### src/rtl/ptc_pkg.sv
package ptc_pkg;

  typedef enum logic [1:0] {
    SRC_NONE = 2'd0,
    SRC_IRQ  = 2'd1,
    SRC_SWT  = 2'd2,
    SRC_ILL  = 2'd3
  } src_e;

  // Reset contents of a table slot: evenly spaced handler stubs.
  function automatic int unsigned vec_reset(int unsigned idx, int unsigned stride);
    return idx * stride;
  endfunction

  // Fixed priority: illegal instruction, then software trap, then device.
  function automatic src_e pick_source(logic ill, logic swt, logic irq);
    if (ill)      return SRC_ILL;
    else if (swt) return SRC_SWT;
    else if (irq) return SRC_IRQ;
    else          return SRC_NONE;
  endfunction

endpackage

### src/rtl/ptc_vec_table.sv
module ptc_vec_table #(
  parameter int IDX_W  = 4,
  parameter int ADDR_W = 16,
  parameter int STRIDE = 16
) (
  input  logic              clk,
  input  logic              rst_n,
  input  logic              wr_en,
  input  logic [IDX_W-1:0]  wr_idx,
  input  logic [ADDR_W-1:0] wr_data,
  input  logic [IDX_W-1:0]  rd_idx,
  output logic [ADDR_W-1:0] rd_data
);
  import ptc_pkg::*;

  localparam int NVEC = 1 << IDX_W;

  logic [ADDR_W-1:0] slot_q [NVEC];

  always_ff @(posedge clk) begin
    for (int i = 0; i < NVEC; i++) begin
      if (!rst_n)
        slot_q[i] <= ADDR_W'(vec_reset(i, STRIDE));
      else if (wr_en && (wr_idx == IDX_W'(i)))
        slot_q[i] <= wr_data;
    end
  end

  // Read returns the contents before any same-cycle write.
  assign rd_data = slot_q[rd_idx];

endmodule

### src/rtl/ptc_arbiter.sv
module ptc_arbiter #(
  parameter int IDX_W = 4
) (
  input  logic              clk,
  input  logic              rst_n,
  input  logic              mode_user,
  input  logic              insn_valid,
  input  logic              insn_priv,
  input  logic              set_user,
  input  logic              vt_we,
  input  logic              swt_req,
  input  logic              swt_cause,
  input  logic              irq_req,
  input  logic [IDX_W-1:0]  irq_dev,
  output logic              take,
  output logic              take_ill,
  output logic [IDX_W-1:0]  take_idx
);
  import ptc_pkg::*;

  localparam int NVEC = 1 << IDX_W;
  localparam logic [IDX_W-1:0] IDX_ILL  = IDX_W'(NVEC - 1);
  localparam logic [IDX_W-1:0] IDX_DIVZ = IDX_W'(NVEC - 2);
  localparam logic [IDX_W-1:0] IDX_SYSC = IDX_W'(NVEC - 3);

  logic             pend_v;
  logic [IDX_W-1:0] pend_dev;
  logic             ill_evt;
  logic             irq_avail;
  logic [IDX_W-1:0] irq_num;
  src_e             src;

  assign ill_evt   = mode_user & ((insn_valid & insn_priv) | vt_we | set_user);
  assign irq_avail = pend_v | irq_req;
  assign irq_num   = pend_v ? pend_dev : irq_dev;
  assign src       = pick_source(ill_evt, swt_req, irq_avail);

  always_comb begin
    unique case (src)
      SRC_ILL: take_idx = IDX_ILL;
      SRC_SWT: take_idx = swt_cause ? IDX_DIVZ : IDX_SYSC;
      SRC_IRQ: take_idx = irq_num;
      default: take_idx = '0;
    endcase
  end

  assign take     = (src != SRC_NONE);
  assign take_ill = (src == SRC_ILL);

  // One-entry pending slot for a device interrupt that lost arbitration.
  always_ff @(posedge clk) begin
    if (!rst_n) begin
      pend_v   <= 1'b0;
      pend_dev <= '0;
    end else if (src == SRC_IRQ) begin
      if (pend_v && irq_req) begin
        pend_v   <= 1'b1;
        pend_dev <= irq_dev;
      end else begin
        pend_v   <= 1'b0;
      end
    end else if (irq_req && !pend_v) begin
      pend_v   <= 1'b1;
      pend_dev <= irq_dev;
    end
  end

  AST_SWT_BEFORE_IRQ: assert property (@(posedge clk) disable iff (!rst_n)
    (swt_req && irq_req && !pend_v) |=> pend_v);

  AST_PEND_DRAINS: assert property (@(posedge clk) disable iff (!rst_n)
    (pend_v && !swt_req && !ill_evt && !irq_req) |=> !pend_v);

  AST_ILL_OVER_SWT: assert property (@(posedge clk) disable iff (!rst_n)
    (ill_evt && swt_req) |-> (take_idx == IDX_ILL));

endmodule

### src/rtl/ptc_mode_ctl.sv
module ptc_mode_ctl #(
  parameter int ADDR_W = 16
) (
  input  logic              clk,
  input  logic              rst_n,
  input  logic              take,
  input  logic              take_ill,
  input  logic              set_user,
  input  logic [ADDR_W-1:0] pc_in,
  input  logic [ADDR_W-1:0] vec_addr,
  output logic              mode_user,
  output logic              redir_valid,
  output logic [ADDR_W-1:0] redir_addr,
  output logic [ADDR_W-1:0] ret_addr,
  output logic              ill_trap
);

  always_ff @(posedge clk) begin
    if (!rst_n) begin
      mode_user   <= 1'b0;
      redir_valid <= 1'b0;
      redir_addr  <= '0;
      ret_addr    <= '0;
      ill_trap    <= 1'b0;
    end else begin
      redir_valid <= take;
      ill_trap    <= take_ill;
      if (take) begin
        mode_user  <= 1'b0;
        redir_addr <= vec_addr;
        ret_addr   <= pc_in;
      end else if (set_user) begin
        mode_user  <= 1'b1;
      end
    end
  end

  AST_TRAP_ENTERS_MONITOR: assert property (@(posedge clk) disable iff (!rst_n)
    redir_valid |-> !mode_user);

  AST_USER_VIA_CMD: assert property (@(posedge clk) disable iff (!rst_n)
    $rose(mode_user) |-> $past(set_user));

  AST_RET_HELD: assert property (@(posedge clk) disable iff (!rst_n)
    !redir_valid |-> $stable(ret_addr));

  AST_ILL_WITH_REDIR: assert property (@(posedge clk) disable iff (!rst_n)
    ill_trap |-> redir_valid);

endmodule

### src/rtl/priv_trap_ctrl.sv
module priv_trap_ctrl #(
  parameter int IDX_W  = 4,
  parameter int ADDR_W = 16,
  parameter int STRIDE = 16
) (
  input  logic              clk,
  input  logic              rst_n,
  input  logic              irq_req,
  input  logic [IDX_W-1:0]  irq_dev,
  input  logic              swt_req,
  input  logic              swt_cause,
  input  logic              insn_valid,
  input  logic              insn_priv,
  input  logic [ADDR_W-1:0] pc_in,
  input  logic              set_user,
  input  logic              vt_we,
  input  logic [IDX_W-1:0]  vt_idx,
  input  logic [ADDR_W-1:0] vt_wdata,
  output logic              mode_user,
  output logic              redir_valid,
  output logic [ADDR_W-1:0] redir_addr,
  output logic [ADDR_W-1:0] ret_addr,
  output logic              ill_trap
);

  logic              take;
  logic              take_ill;
  logic [IDX_W-1:0]  take_idx;
  logic [ADDR_W-1:0] vec_addr;
  logic              tbl_wr;

  assign tbl_wr = vt_we & ~mode_user;

  ptc_arbiter #(.IDX_W(IDX_W)) u_arb (
    .clk(clk), .rst_n(rst_n), .mode_user(mode_user),
    .insn_valid(insn_valid), .insn_priv(insn_priv), .set_user(set_user),
    .vt_we(vt_we), .swt_req(swt_req), .swt_cause(swt_cause),
    .irq_req(irq_req), .irq_dev(irq_dev),
    .take(take), .take_ill(take_ill), .take_idx(take_idx)
  );

  ptc_vec_table #(.IDX_W(IDX_W), .ADDR_W(ADDR_W), .STRIDE(STRIDE)) u_tbl (
    .clk(clk), .rst_n(rst_n), .wr_en(tbl_wr), .wr_idx(vt_idx),
    .wr_data(vt_wdata), .rd_idx(take_idx), .rd_data(vec_addr)
  );

  ptc_mode_ctl #(.ADDR_W(ADDR_W)) u_mode (
    .clk(clk), .rst_n(rst_n), .take(take), .take_ill(take_ill),
    .set_user(set_user), .pc_in(pc_in), .vec_addr(vec_addr),
    .mode_user(mode_user), .redir_valid(redir_valid),
    .redir_addr(redir_addr), .ret_addr(ret_addr), .ill_trap(ill_trap)
  );

  AST_PRIV_USER_TRAPS: assert property (@(posedge clk) disable iff (!rst_n)
    (mode_user && insn_valid && insn_priv) |=> (ill_trap && !mode_user));

  AST_USER_WRITE_TRAPS: assert property (@(posedge clk) disable iff (!rst_n)
    (mode_user && vt_we) |=> ill_trap);

  AST_SET_USER_IN_USER: assert property (@(posedge clk) disable iff (!rst_n)
    (mode_user && set_user) |=> (ill_trap && !mode_user));

endmodule

### config.mk
export PLATFORM = sky130hd
export DESIGN_NAME = priv_trap_ctrl
export DESIGN_NICKNAME = d
export VERILOG_FILES = /design/src/rtl/ptc_pkg.sv /design/src/rtl/ptc_vec_table.sv /design/src/rtl/ptc_arbiter.sv /design/src/rtl/ptc_mode_ctl.sv /design/src/rtl/priv_trap_ctrl.sv
export SDC_FILE = /design/constraint.sdc
export NUM_CORES = 1
export LEC_CHECK = 0
export ABC_AREA = 1
export BUFFER_PORTS_ARGS = -buffer_cell sky130_fd_sc_hd__buf_2
export CAP_MARGIN = 20
export CORE_ASPECT_RATIO = 1.4
export CORE_MARGIN = 5
export CORE_UTILIZATION = 55
export CTS_CLUSTER_DIAMETER = 80
export CTS_CLUSTER_SIZE = 24
export DETAILED_ROUTE_END_ITERATION = 16
export PLACE_DENSITY_LB_ADDON = 0.1
export SLEW_MARGIN = 20
export SYNTH_ARGS = -nofsm -noshare
export SYNTH_HDL_FRONTEND = slang
export SYNTH_SLANG_ARGS = --single-unit
### constraint.sdc
create_clock -name clk -period 1.6 [get_ports clk]
set_input_delay 0.16 -clock clk [delete_from_list [all_inputs] [get_ports clk]]
set_output_delay 0.16 -clock clk [all_outputs]
set_load 0.03 [all_outputs]
# Yosys cells after proc, flatten, opt, wreduce, memory -nomap -nowiden
# Memories as Yosys holds them, arrays and structs flattened. A register that Yosys moved wholly into a read port is not among the register bits.
# Index checks and enable logic that the tools add are counted.
[classes]
n_eq_ne = 19
mux = 77
n_reduce_logical = 25
bitwise = 24
[op_table]
columns = ["operator", "n"]
rows = [
  ["2-to-1 mux 16 bit", 16],
  ["2-to-1 mux 1 bit", 53],
  ["== test 4 bit, second input constant", 8],
  ["bitwise OR 1 bit", 19],
  ["logical AND 1 bit", 18],
  ["== test 4 x 3 -> 1 bit, second input constant", 4],
  ["2-to-1 mux 4 bit", 4],
  ["case mux 4 bit (3 select lines)", 1],
  ["== test 4 x 2 -> 1 bit, second input constant", 2],
  ["2-to-1 mux 2 bit", 3],
  ["== test 2 bit, second input constant", 2],
  ["== test 4 x 1 -> 1 bit, second input constant", 1],
  ["logical NOT 4 bit", 1],
  ["nonzero test 2 bit", 2],
  ["AND 1 bit", 3],
  ["== test 2 x 1 -> 1 bit, second input constant", 1],
  ["logical NOT 1 bit", 2],
  ["inequality test 2 bit, second input constant", 1],
  ["NOT 1 bit", 2],
  ["AND reduction 2 bit", 1],
  ["OR reduction 2 bit", 1],
]
[word_totals]
mem_bits_rw = 256
register_bits = 24
mem_count = 1
out_inout_bits = 35
input_bits = 49
[mem_list]
columns = ["memory", "words", "width", "rd", "rd_ports_with_merged_regs", "write_ports", "line", "text"]
rows = [
  ["u_tbl.slot_q", 16, 16, 1, 1, 16, "ptc_vec_table.sv:18", "logic [ADDR_W-1:0] slot_q [NVEC];"],
]

# Depth between registers and ports, before layout
# Gate-level depths: netlist (run 1).
[logic_depth]
depth_word = 8
depth_mapped = 15
mapped_depth_nobuf = 13

# By module
# From an unflattened synthesis (run 1), not the netlist that was laid out.
[unflattened]
hier_cells = 1625
hier_area_um2 = 14335.0
[modules_own_cells]
columns = ["mod", "seq_area_each_um2", "area_per_inst_um2", "instances", "cells_per_inst"]
rows = [
  ["ptc_vec_table", 7687.4, 12477.0, 1, 1412],
  ["ptc_mode_ctl", 700.7, 1456.4, 1, 153],
  ["ptc_arbiter", 100.1, 391.6, 1, 58],
  ["priv_trap_ctrl", 0.0, 10.0, 1, 2],
]

# Worst setup path before layout (run 1)
# Ideal clock, no wire load.
[synth_path]
path_kind = "register -> register"
from = "register u_mode.mode_user"
to = "memory u_tbl.slot_q[12][0] (enable)"
synth_period_minus_slack_ns = 1.784
slack_ns = -0.184
path_buffers = 0
arrival_ns = 1.412
path_stages_with_launch = 6
path_cell_list = "dfxtp_1 > inv_1 > nand2_1 > nor3_1 > nand2_1 > nand2_1"
[synth_rtl]
columns = ["element", "line", "text"]
rows = [
  ["from (decl)", "ptc_mode_ctl.sv:11", "output logic mode_user,"],
  ["from (signal assigned)", "ptc_mode_ctl.sv:20", "mode_user <= 1'b0;"],
  ["from (signal assigned)", "ptc_mode_ctl.sv:29", "mode_user <= 1'b0;"],
  ["from (signal assigned)", "ptc_mode_ctl.sv:33", "mode_user <= 1'b1;"],
  ["to (decl)", "ptc_vec_table.sv:18", ""],
]

# Worst setup path in the final report (run 1)
[layout_path]
from = "register u_arb.pend_v"
to = "register u_mode.redir_addr[7], read port of u_tbl.slot_q"
[layout_between]
elab_chain_cells = 6
word_cells_on_any_way = 10
classes_between = "eq/ne (3); mux (5); bitwise (1); reduce/logical (1)"
[layout_rtl]
columns = ["element", "line", "text"]
rows = [
  ["from (decl)", "ptc_arbiter.sv:26", "logic pend_v;"],
  ["from (signal assigned)", "ptc_arbiter.sv:53", "pend_v <= 1'b0;"],
  ["from (signal assigned)", "ptc_arbiter.sv:57", "pend_v <= 1'b1;"],
  ["from (signal assigned)", "ptc_arbiter.sv:60", "pend_v <= 1'b0;"],
  ["bitwise OR 1 bit", "ptc_arbiter.sv:34", "assign irq_avail = pend_v | irq_req;"],
  ["2-to-1 mux 1 bit", "ptc_pkg.sv:19", "else if (irq) return SRC_IRQ;"],
  ["2-to-1 mux 2 bit", "ptc_pkg.sv:18", "else if (swt) return SRC_SWT;"],
  ["2-to-1 mux 2 bit", "ptc_pkg.sv:17", "if (ill) return SRC_ILL;"],
  ["== test 2 x 1 -> 1 bit / == test 2 bit (equally long branches)", "ptc_arbiter.sv:39", "unique case (src)"],
  ["case mux 4 bit (3 select lines)", "ptc_arbiter.sv:39", ""],
  ["to (decl)", "ptc_mode_ctl.sv:13", "output logic [ADDR_W-1:0] redir_addr,"],
]
# Parallel ways exist; a longest one is shown, timed or not.
# A chain may end at the register's enable or synchronous reset.

==> run metrics, run 1 <==
status finished, violations left; failing checks setup timing; register area share after synthesis 59.9%; CP Capture Type register; R2R depth 16; vias per inst between 6 and 7; clk_skew around 26 ps; flops & latches, synth about 300; fin area a little under 20000 um^2; switching share of power 29.4%; CP max FO 5; max_cap viols 0; DRT Pass-1 Iters 6; 1st-iter DRT viols ~1500; DP HPWL ~30 mm; largest net degree at the start of global routing 34; power share of the combinational group 22.7%; CP max-delay cell dfxtp_4; share of post-route cells with drive strength above 1 between 30% and 40%; clk buf depth 3; Layout Cells excl Fill 2132; WS Path Type register to register; Area Overhead vs Synth 39.4%; hold depth 5; Top delay family on crit path simple AND/OR/NAND/NOR gates; first-pass GRT wire length a little over 70 mm; Critical Path AT 2350 ps; Top Ports 84; final worst path period need 1930 ps; max-slew violation count 0; nets@finish 1852; Reg clk slew, reported paths approximately 100 ps; sequential fraction of design power about half; post-synth cell types 24; DP Area about 16000 um^2; clock root buffer clkbuf_16; CP Launch Type register; DR WL/cell approximately 24 um; critical path required time ~2000 ps; DR vias about 13000; max incr delay on CP approximately 400 ps; area of the die about 29000 um^2; TritonCTS clock tree done; Worst Slack Setup Final -327 ps; I/O Buffers 83; Clock power frac 26.4%; final hold violation count 0; Synth top area share between 50% and 60%; period utilization 120%; initial antenna violation count 0; height of the die about 200 um; reg2reg setup slack -330 ps; Internal roughly 12 mW; core area approximately 25000 um^2; die width approximately 150 um; DRC 0; routability cong. ~0.95; Global Route Usage Sum 32.3%; final setup fails roughly 420; Post-Synthesis Cell Area ~14000 um^2; Worst Path Buf+Inv 4; WP depth 16; vias in the first global route roughly 12000; Max-slew headroom about a fifth; crit-path cells inv_4 > nand2_2 > nand2_2 > nand2_4 > nand3_4 > buf_6 > buf_4 > clkbuf_16 > nand2_1 > nand2_1 > nand2_1 > nand3_1 > nand3_1 > nand2_1 > nand2_1 > nand2_1; DP Worst Slack -406 ps; TritonCTS Buffers 16; Overall Power 17.5 mW; Mapped Cells between 1500 and 2000; n_diodes 0; Sink Count approximately 300; f_max approximately 0.52 GHz; unrepaired setup endpoints after global routing true; hold path startpoint irq_req; Clk Latency, worst-skew pair approximately 520 ps; Placed Cells slightly above 2000; Worst VDD drop 885 uV; Hold Path Class input port to register; CP startpoint u_arb.pend_v; row cnt approximately 70; Crit Reg-Reg Startpoint u_arb.pend_v; Starting Density around 56%; post-synth top area cell edfxtp_1; largest cells by area after synthesis edfxtp_1 (54%), nand2_1 (11%), nor2_1 (6.7%); DRT Wirelength a little over 50 mm; htree depth 1; static leakage about 8.6 nW; Synth warnings 0; Tightest Pin Transition between 1000 and 1500 ps; Routed Antenna Nets 0; syn_area_per_cell about 9.0 um^2; Switch Pwr 5.14 mW; Power Density slightly below 900 nW/um^2; syn_nets roughly 1600; most frequent CP cell nand2_1; grt total ovfl 0
repair_timing:
action | in CTS | in global routing
hold buffers | 21 | 0
hold endpoints to repair | 21 | 0
gates cloned | 13 | 18
pin swaps | 32 | 49
endpoints found under the setup margin | 326 | 537
gates resized for setup | 184 | 327
buffers inserted | 28 | 17
worst register-to-register path, stage by stage, from the launching register on:
cell and delay, ps:
dfxtp_4 400, inv_4 40, nand2_2 60, nand2_2 70
nand2_4 100, nand3_4 110, buf_6 160, buf_4 140
clkbuf_16 150, nand2_1 60, nand2_1 50, nand2_1 50
nand3_1 160, nand3_1 120, nand2_1 80, nand2_1 60
nand2_1 40
power by group through the flow:
stage | Sequential, mW | Clock (mW) | Combinational, mW
global placement | 9.07 | 0 | 2.81
detailed placement | 9.08 | 0 | 2.84
floorplan | 9.18 | 0 | 1.42
global route | 8.94 | 4.87 | 4.14
CTS | 8.90 | 4.60 | 3.37
finish | 8.92 | 4.61 | 3.96
synth_stat cells:
cell type,instances
nand4_1,128
edfxtp_1,256
buf_6,12
nor3_1,4
buf_4,18
a21oi_1,4
nor2_1,251
inv_2,8
inv_1,171
nand2_1,404
clkinv_1,1
o21a_1,1
dfxtp_1,40
nand3_1,165
buf_2,38
o21ai_0,5
nor2_2,2
a22o_1,16
nand2_4,1
buf_1,2
nand3_2,1
nor2_4,1
nand2_2,1
clkbuf_1,48
path summary, 6_finish.rpt:
kind                           endpoint
setup / recovery   u_mode.redir_addr[7]
hold / removal             u_arb.pend_v
setup reg to reg   u_mode.redir_addr[7]
hold reg to reg   u_mode.redir_addr[13]
area by class of cell:
type | count | area [um^2]
Tap cell | 319 | 399
Fill cell | 1585 | 5640
Timing Repair Buffer | 322 | 3650
Sequential cell | 296 | 8500
Clock inverter | 1 | 16.3
Timing Repair inverter | 3 | 21.3
Multi-Input combinational cell | 984 | 5930
Inverter | 180 | 753
Clock buffer | 27 | 473
logic make-up (layout without fill, tap and decap cells):
| group | Yosys count | after routing | share of synthesized area (%) |
|---|---|---|---|
| AOI/OAI and AO/OA | 26 | 26 | 1.36 |
| buffers and inverters | 298 | 533 | 9.35 |
| DFF | 296 | 296 | 59.9 |
| and+or+nand+nor | 958 | 958 | 29.4 |
registers in the layout, indices dropped and copies added, names as in the netlist:
register / count
u_arb.pend_v: 1
u_mode.redir_addr: 16
u_arb.pend_dev: 4
u_mode.ill_trap: 1
u_mode.mode_user: 1
u_mode.redir_valid: 1
u_tbl.slot_q: 256
u_mode.ret_addr: 16
through the flow:
step,setup TNS (ps),hold WS [ps],util (%)
6_report,-30210,79.5,77.8
5_1_grt,-56590,82.1,77.8
4_1_cts,-23070,56.1,71.5
3_5_place_dp,-19550,373,63.6
3_3_place_gp,-14500,369,63.6
2_1_floorplan,-9610,270,-
cells in the final DEF, fill, tap and decap left out, types with 4 or more instances in the layout:
master,count
nor2_4,60
inv_1,158
nand2_2,59
nor2_2,32
nand3_2,69
buf_8,7
buf_2,83
dlygate4sd3_1,21
inv_4,8
clkbuf_1,9
buf_16,8
a22o_1,16
inv_2,5
inv_6,7
nand4_1,128
buf_6,37
nand2_1,311
buf_4,90
dfxtp_1,38
nand2_8,14
edfxtp_1,256
buf_12,60
nand2_4,22
nor2_1,162
nand3_1,85
nand3_4,12
o21ai_0,4
clkbuf_16,32
metal layers:
| metal | part of all wire, % | GRT usage, % |
|---|---|---|
| met1 | 33 | 40.0 |
| met3 | 11 | 4.86 |
| met4 | 7.7 | 16.4 |
| met5 | 0 | 0 |
| met2 | 49 | 55.7 |
Power figures use the tool's default switching activity.
==> inputs of run 2 (changes only) <==
SKIP_CTS_REPAIR_TIMING = 1   (was default)
==> run 2 against run 1 <==
  * The run ends with hold timing, setup timing left
  * Global-route usage fell by 2.8 points
  * Die area did not move
  * Power fell by 1.6%
  * Clock power barely moved
  * Worst setup slack improved by 33 ps
  * Final cell count fell by 1.0%
  * First-iteration DRC count rose by 11%
  * Sequential share of layout area rose by 2.0 points
  * Wire length fell by 4.6%
  * Core utilization fell by 3.4 points
  * Maximum frequency rose by 1.7%
  * Critical path type unchanged
==> run metrics, run 2 (synthesized netlist as in run 1, its figures left out) <==
commonest non-fill, non-tap cells in the layout nand2_1 (321), edfxtp_1 (256), nor2_1 (182); worst hold slack -1.60 ps; DRT Wirelength between 40 and 50 mm; most common cell after layout, fill and taps aside nand2_1; vias per inst ~6; DR top layer met4; clk buf depth 3; max_cap viols 0; area of the die between 20000 and 30000 um^2; core area between 20000 and 30000 um^2; DR WL/cell between 20 and 25 um; height of the die between 150 and 200 um; Placed Cells 2017; largest register by flop count u_tbl.slot_q; DP HPWL approximately 30 mm; Power Density 912 nW/um^2; TritonCTS Buffers 16; Switch Pwr 4.99 mW; Global Route Usage Sum 29.5%; TritonCTS clock tree done; Regs by FF count u_tbl.slot_q (256), u_mode.redir_addr (16), u_mode.ret_addr (16); DRC 0; WS Path Type register to register; critical path required time 2020 ps; die width 146 um; switching share of power 29.0%; Hold Path Class input port to register; WL met1 approximately 17 mm; sequential fraction of design power 51.8%; nets@finish between 1500 and 2000; first-pass GRT wire length around 66 mm; power share of the combinational group 21.4%; Sink Count between 200 and 300; vias in the first global route around 11000; final setup fails 314; DR WL met3 between 4 and 5 mm; 1st-iter DRT viols 1700; Clk Latency, worst-skew pair roughly 520 ps; period utilization 118%; WL met2 about 24 mm; static leakage around 8.4 nW; CP Launch Type register; Critical Path AT between 2000 and 2500 ps; grt total ovfl 0; Largest register FFs between 200 and 300; max-slew violation count 0; Layout Cells excl Fill around 2100; row cnt 69; Internal between 10 and 15 mW; htree depth 1; clk_skew around 24 ps; Routed Antenna Nets 0; Worst Slack Setup Final -294 ps; final worst path period need between 1500 and 2000 ps; f_max between 0.5 and 0.6 GHz; Worst VDD drop roughly 880 uV; clock root buffer clkbuf_16; largest net degree at the start of global routing 35; failing checks hold timing, setup timing; DP Area about 16000 um^2; routability cong. about 0.95; Area Overhead vs Synth 33.3%; status finished, violations left; CP max FO 8; initial antenna violation count 0; I/O Buffers a little over 80; final core utilization around 74%; Clock power frac between 20% and 30%; DR vias 12800; Reg clk slew, reported paths around 100 ps; Starting Density 55.8%; Top Ports 84; final hold violation count 1; DRT Pass-1 Iters 6; Tightest Pin Transition approximately 910 ps; unrepaired setup endpoints after global routing true; Max-slew headroom approximately two fifths; n_diodes 0; Overall Power roughly 17 mW; FILL cells 1757; share of post-route cells with drive strength above 1 between 30% and 40%; CP Capture Type register; fin area between 15000 and 20000 um^2
[run 2: cell count changes in the layout (fill, tap and decap cells not counted), moves of 10 or more]
cell / previous run / this run
buf_6: 37 / 27
nor2_1: 162 / 182
nor2_2: 32 / 53
clkbuf_16: 32 / 42
nand2_1: 311 / 321
nor2_4: 60 / 19
nand3_1: 85 / 99
[run 2: final cells by class]
type | count | area [um^2] | area share [%]
sequential | 296 | 8500 | 45.0
multi-input combinational | 984 | 5460 | 28.9
timing repair buffer | 302 | 3330 | 17.6
inverter | 180 | 709 | 3.76
clock buffer | 27 | 473 | 2.50
tap | 319 | 399 | 2.11
clock inverter | 1 | 16.3 | 0.0861
timing repair inverter | 1 | 7.51 | 0.0398
[run 2: path summary, 6_finish.rpt]
kind / startpoint / endpoint / slack [ps] / depth (start not counted)
hold / removal: irq_dev[2] / u_arb.pend_dev[2] / -2 / 4
hold reg to reg: u_arb.pend_dev[3] / u_arb.pend_dev[3] / 470 / 2
setup / recovery: u_arb.pend_v / u_mode.redir_addr[5] / -290 / 14
setup reg to reg: u_arb.pend_v / u_mode.redir_addr[5] / -290 / 14
[run 2: critical path, stage by stage, from the launching register on]
cell	delay [ps]
dfxtp_4	380
nor2_4	120
nor2_4	70
nand2_4	100
nand3_4	150
buf_12	210
clkbuf_16	170
nand2_1	50
nand2_1	40
nand2_1	60
nand3_1	140
nand3_1	130
nand2_1	70
nand2_1	50
nand2_1	50
[run 2: per-layer routing]
layer,up-vias,global-route usage (%)
li1,5624,-
met5,-,0
met2,881,50.4
met4,0,14.7
met1,6077,37.2
met3,198,4.02
[run 2: power by group through the flow]
stage / Sequential (mW) / Clock [mW] / Combinational (mW)
finish: 8.92 / 4.62 / 3.69
CTS: 8.90 / 4.60 / 2.85
detailed placement: 9.08 / 0 / 2.84
global placement: 9.07 / 0 / 2.81
floorplan: 9.18 / 0 / 1.42
global route: 8.94 / 4.86 / 3.87
[run 2: per-stage QoR]
step                      TNS (ps)  hold slack (ps)  setup WS, ps
after floorplan              -9610              270         -50.1
after global placement      -14500              369          -414
after detailed placement    -19550              373          -406
after CTS                   -25010             -153          -414
after global routing        -38940             30.7          -351
final                       -19600            -1.60          -294
==> inputs of run 3 (changes only) <==
CTS_BUF_LIST = sky130_fd_sc_hd__clkbuf_16   (was default)
==> run 3 against run 2 <==
  * The flow still finishes with violations (hold timing, setup timing)
  * Clock skew rose by 1.2 ps
  * Wire length rose by 0.22%
  * Maximum frequency rose by 0.83%
  * Global-route usage barely moved
  * Hold slack got worse by 8.2 ps
  * Non-clock buffer count rose by 1
  * Critical path depth did not move
  * Combinational power barely moved
  * Critical path type unchanged
  * Largest cell class unchanged
  * Largest power group unchanged
  * Highest routed layer unchanged
==> run metrics, run 3 (synthesized netlist as in run 1, its figures left out) <==
Reg-to-Reg End u_mode.redir_addr[5]; CP max FO 8; Layout Cells excl Fill around 2100; clk buf depth 3; commonest non-fill, non-tap cells in the layout nand2_1 (321), edfxtp_1 (256), nor2_1 (184); Worst VDD drop 889 uV; Regs by FF count u_tbl.slot_q (256), u_mode.redir_addr (16), u_mode.ret_addr (16); final core utilization about three quarters; Critical Path AT 2290 ps; share of post-route cells with drive strength above 1 31.3%; final setup fails 356; 1st-iter DRT viols around 1500; worst hold slack -9.79 ps; FILL cells around 1800; TritonCTS Buffers 16; DRC 0; status finished, violations left; max-slew violation count 0; WS Path Type register to register; DR vias 12800; largest register by flop count u_tbl.slot_q; Top Ports 84; Tightest Pin Transition 906 ps; Power Density just over 900 nW/um^2; TritonCTS clock tree done; grt total ovfl 0; vias in the first global route 11400; sequential cell area around 8500 um^2; initial antenna violation count 0; DP Area between 15000 and 20000 um^2; Largest register FFs roughly 260; DR top layer met4; DR WL/cell 23.5 um; nets@finish 1831; largest net degree at the start of global routing 35; height of the die around 200 um; Reg clk slew, reported paths 100 ps; Sink Count 296; DP Worst Slack -406 ps; hold depth 4; Starting Density between 50% and 60%; core area ~25000 um^2; DRT Pass-1 Iters 6; I/O Buffers 83; Crit Reg-Reg Startpoint u_arb.pend_v; Worst Slack Setup Final -278 ps; fin area about 19000 um^2; htree depth 1; hold path startpoint irq_dev[2]; f_max around 0.53 GHz; critical path required time between 2000 and 2500 ps; static leakage 8.45 nW; Placed Cells 2017; row cnt just under 70; first-pass GRT wire length 66.3 mm; Max-slew headroom between 30% and 40%; final hold violation count 1; Routed Antenna Nets 0; die width around 150 um; DP HPWL roughly 30 mm; vias per inst 6.05; clk_skew approximately 25 ps; Clk Latency, worst-skew pair ~520 ps; period utilization 117%; area of the die 29100 um^2; most common cell after layout, fill and taps aside nand2_1; failing checks hold timing, setup timing; unrepaired setup endpoints after global routing true; worst hold endpoint u_arb.pend_dev[2]; area of the multi-input gates between 5000 and 6000 um^2; routability cong. about 0.95; CP Launch Type register; Area Overhead vs Synth 33.7%; reg2reg setup slack -280 ps; n_diodes 0; Global Route Usage Sum between 20% and 30%; clock root buffer clkbuf_16; DRT Wirelength 49.6 mm; R2R depth 14; max_cap viols 0; WL met2 around 24 mm; CP Capture Type register; final worst path period need about 1900 ps; DR WL met3 4.61 mm; Hold Path Class input port to register; WL met1 between 15 and 20 mm
run 3: cell count changes in the layout (fill, tap and decap cells not counted), moves of 2 or more:
cell | before | now
nand2_4 | 28 | 30
nand3_1 | 99 | 91
nor2_1 | 182 | 184
nand2_2 | 52 | 50
clkbuf_1 | 9 | 0
buf_6 | 27 | 29
nand3_2 | 60 | 68
inv_1 | 160 | 169
run 3: worst max-delay path, stage by stage (launching register included):
cell	delay (ps)
dfxtp_4	380
nor2_4	120
nor2_4	70
nand2_4	100
nand3_4	150
buf_12	210
clkbuf_16	160
nand2_1	50
nand2_1	40
nand2_1	60
nand3_1	130
nand3_1	130
nand2_1	60
nand2_1	50
nand2_1	50
run 3: metrics by stage:
stage | setup TNS (ps) | total power, mW | hold slack (ps)
3_5_place_dp | -19550 | 11.9 | 373
3_3_place_gp | -14500 | 11.9 | 369
2_1_floorplan | -9610 | 10.6 | 270
5_1_grt | -40410 | 17.6 | 30.1
6_report | -22910 | 17.1 | -9.79
4_1_cts | -25150 | 16.2 | -153
run 3: worst max-delay path by stage:
stage	end	from	depth (start not counted)
5_1_grt	u_mode.redir_addr[5]	u_arb.pend_v	14
6_report	u_mode.redir_addr[5]	u_arb.pend_v	14
3_3_place_gp	u_mode.redir_addr[12]	u_arb.pend_v	14
2_1_floorplan	u_tbl.slot_q[10][0]	u_mode.mode_user	5
3_5_place_dp	u_mode.redir_addr[12]	u_arb.pend_v	14
4_1_cts	u_mode.redir_addr[14]	u_arb.pend_v	14
run 3: cell type report:
type                    count  share of cell area (%)
flip-flops and latches    296                    44.9
repair buffers            303                    17.7
well taps                 319                    2.11
clock inverters            11                   0.284
inverters                 180                    3.75
repair inverters            1                  0.0396
clock buffers              17                    2.25
multi-input cells         984                    29.0
run 3: where the power goes:
| group | internal (mW) | total, mW | switching [mW] | leakage [nW] |
|---|---|---|---|---|
| sequential | 8.73 | 8.91 | 0.181 | 2.85 |
| combinational | 1.44 | 3.72 | 2.28 | 5.32 |
| clock | 1.97 | 4.51 | 2.54 | 0.269 |
| total | 12.1 | 17.1 | 5.00 | 8.45 |
run 3: layer usage:
| layer | vias to the layer above | GRT usage (%) |
|---|---|---|
| met3 | 206 | 4.02 |
| met1 | 6144 | 37.2 |
| met2 | 798 | 50.5 |
| met4 | 0 | 14.8 |
| met5 | - | 0 |
| li1 | 5619 | - |
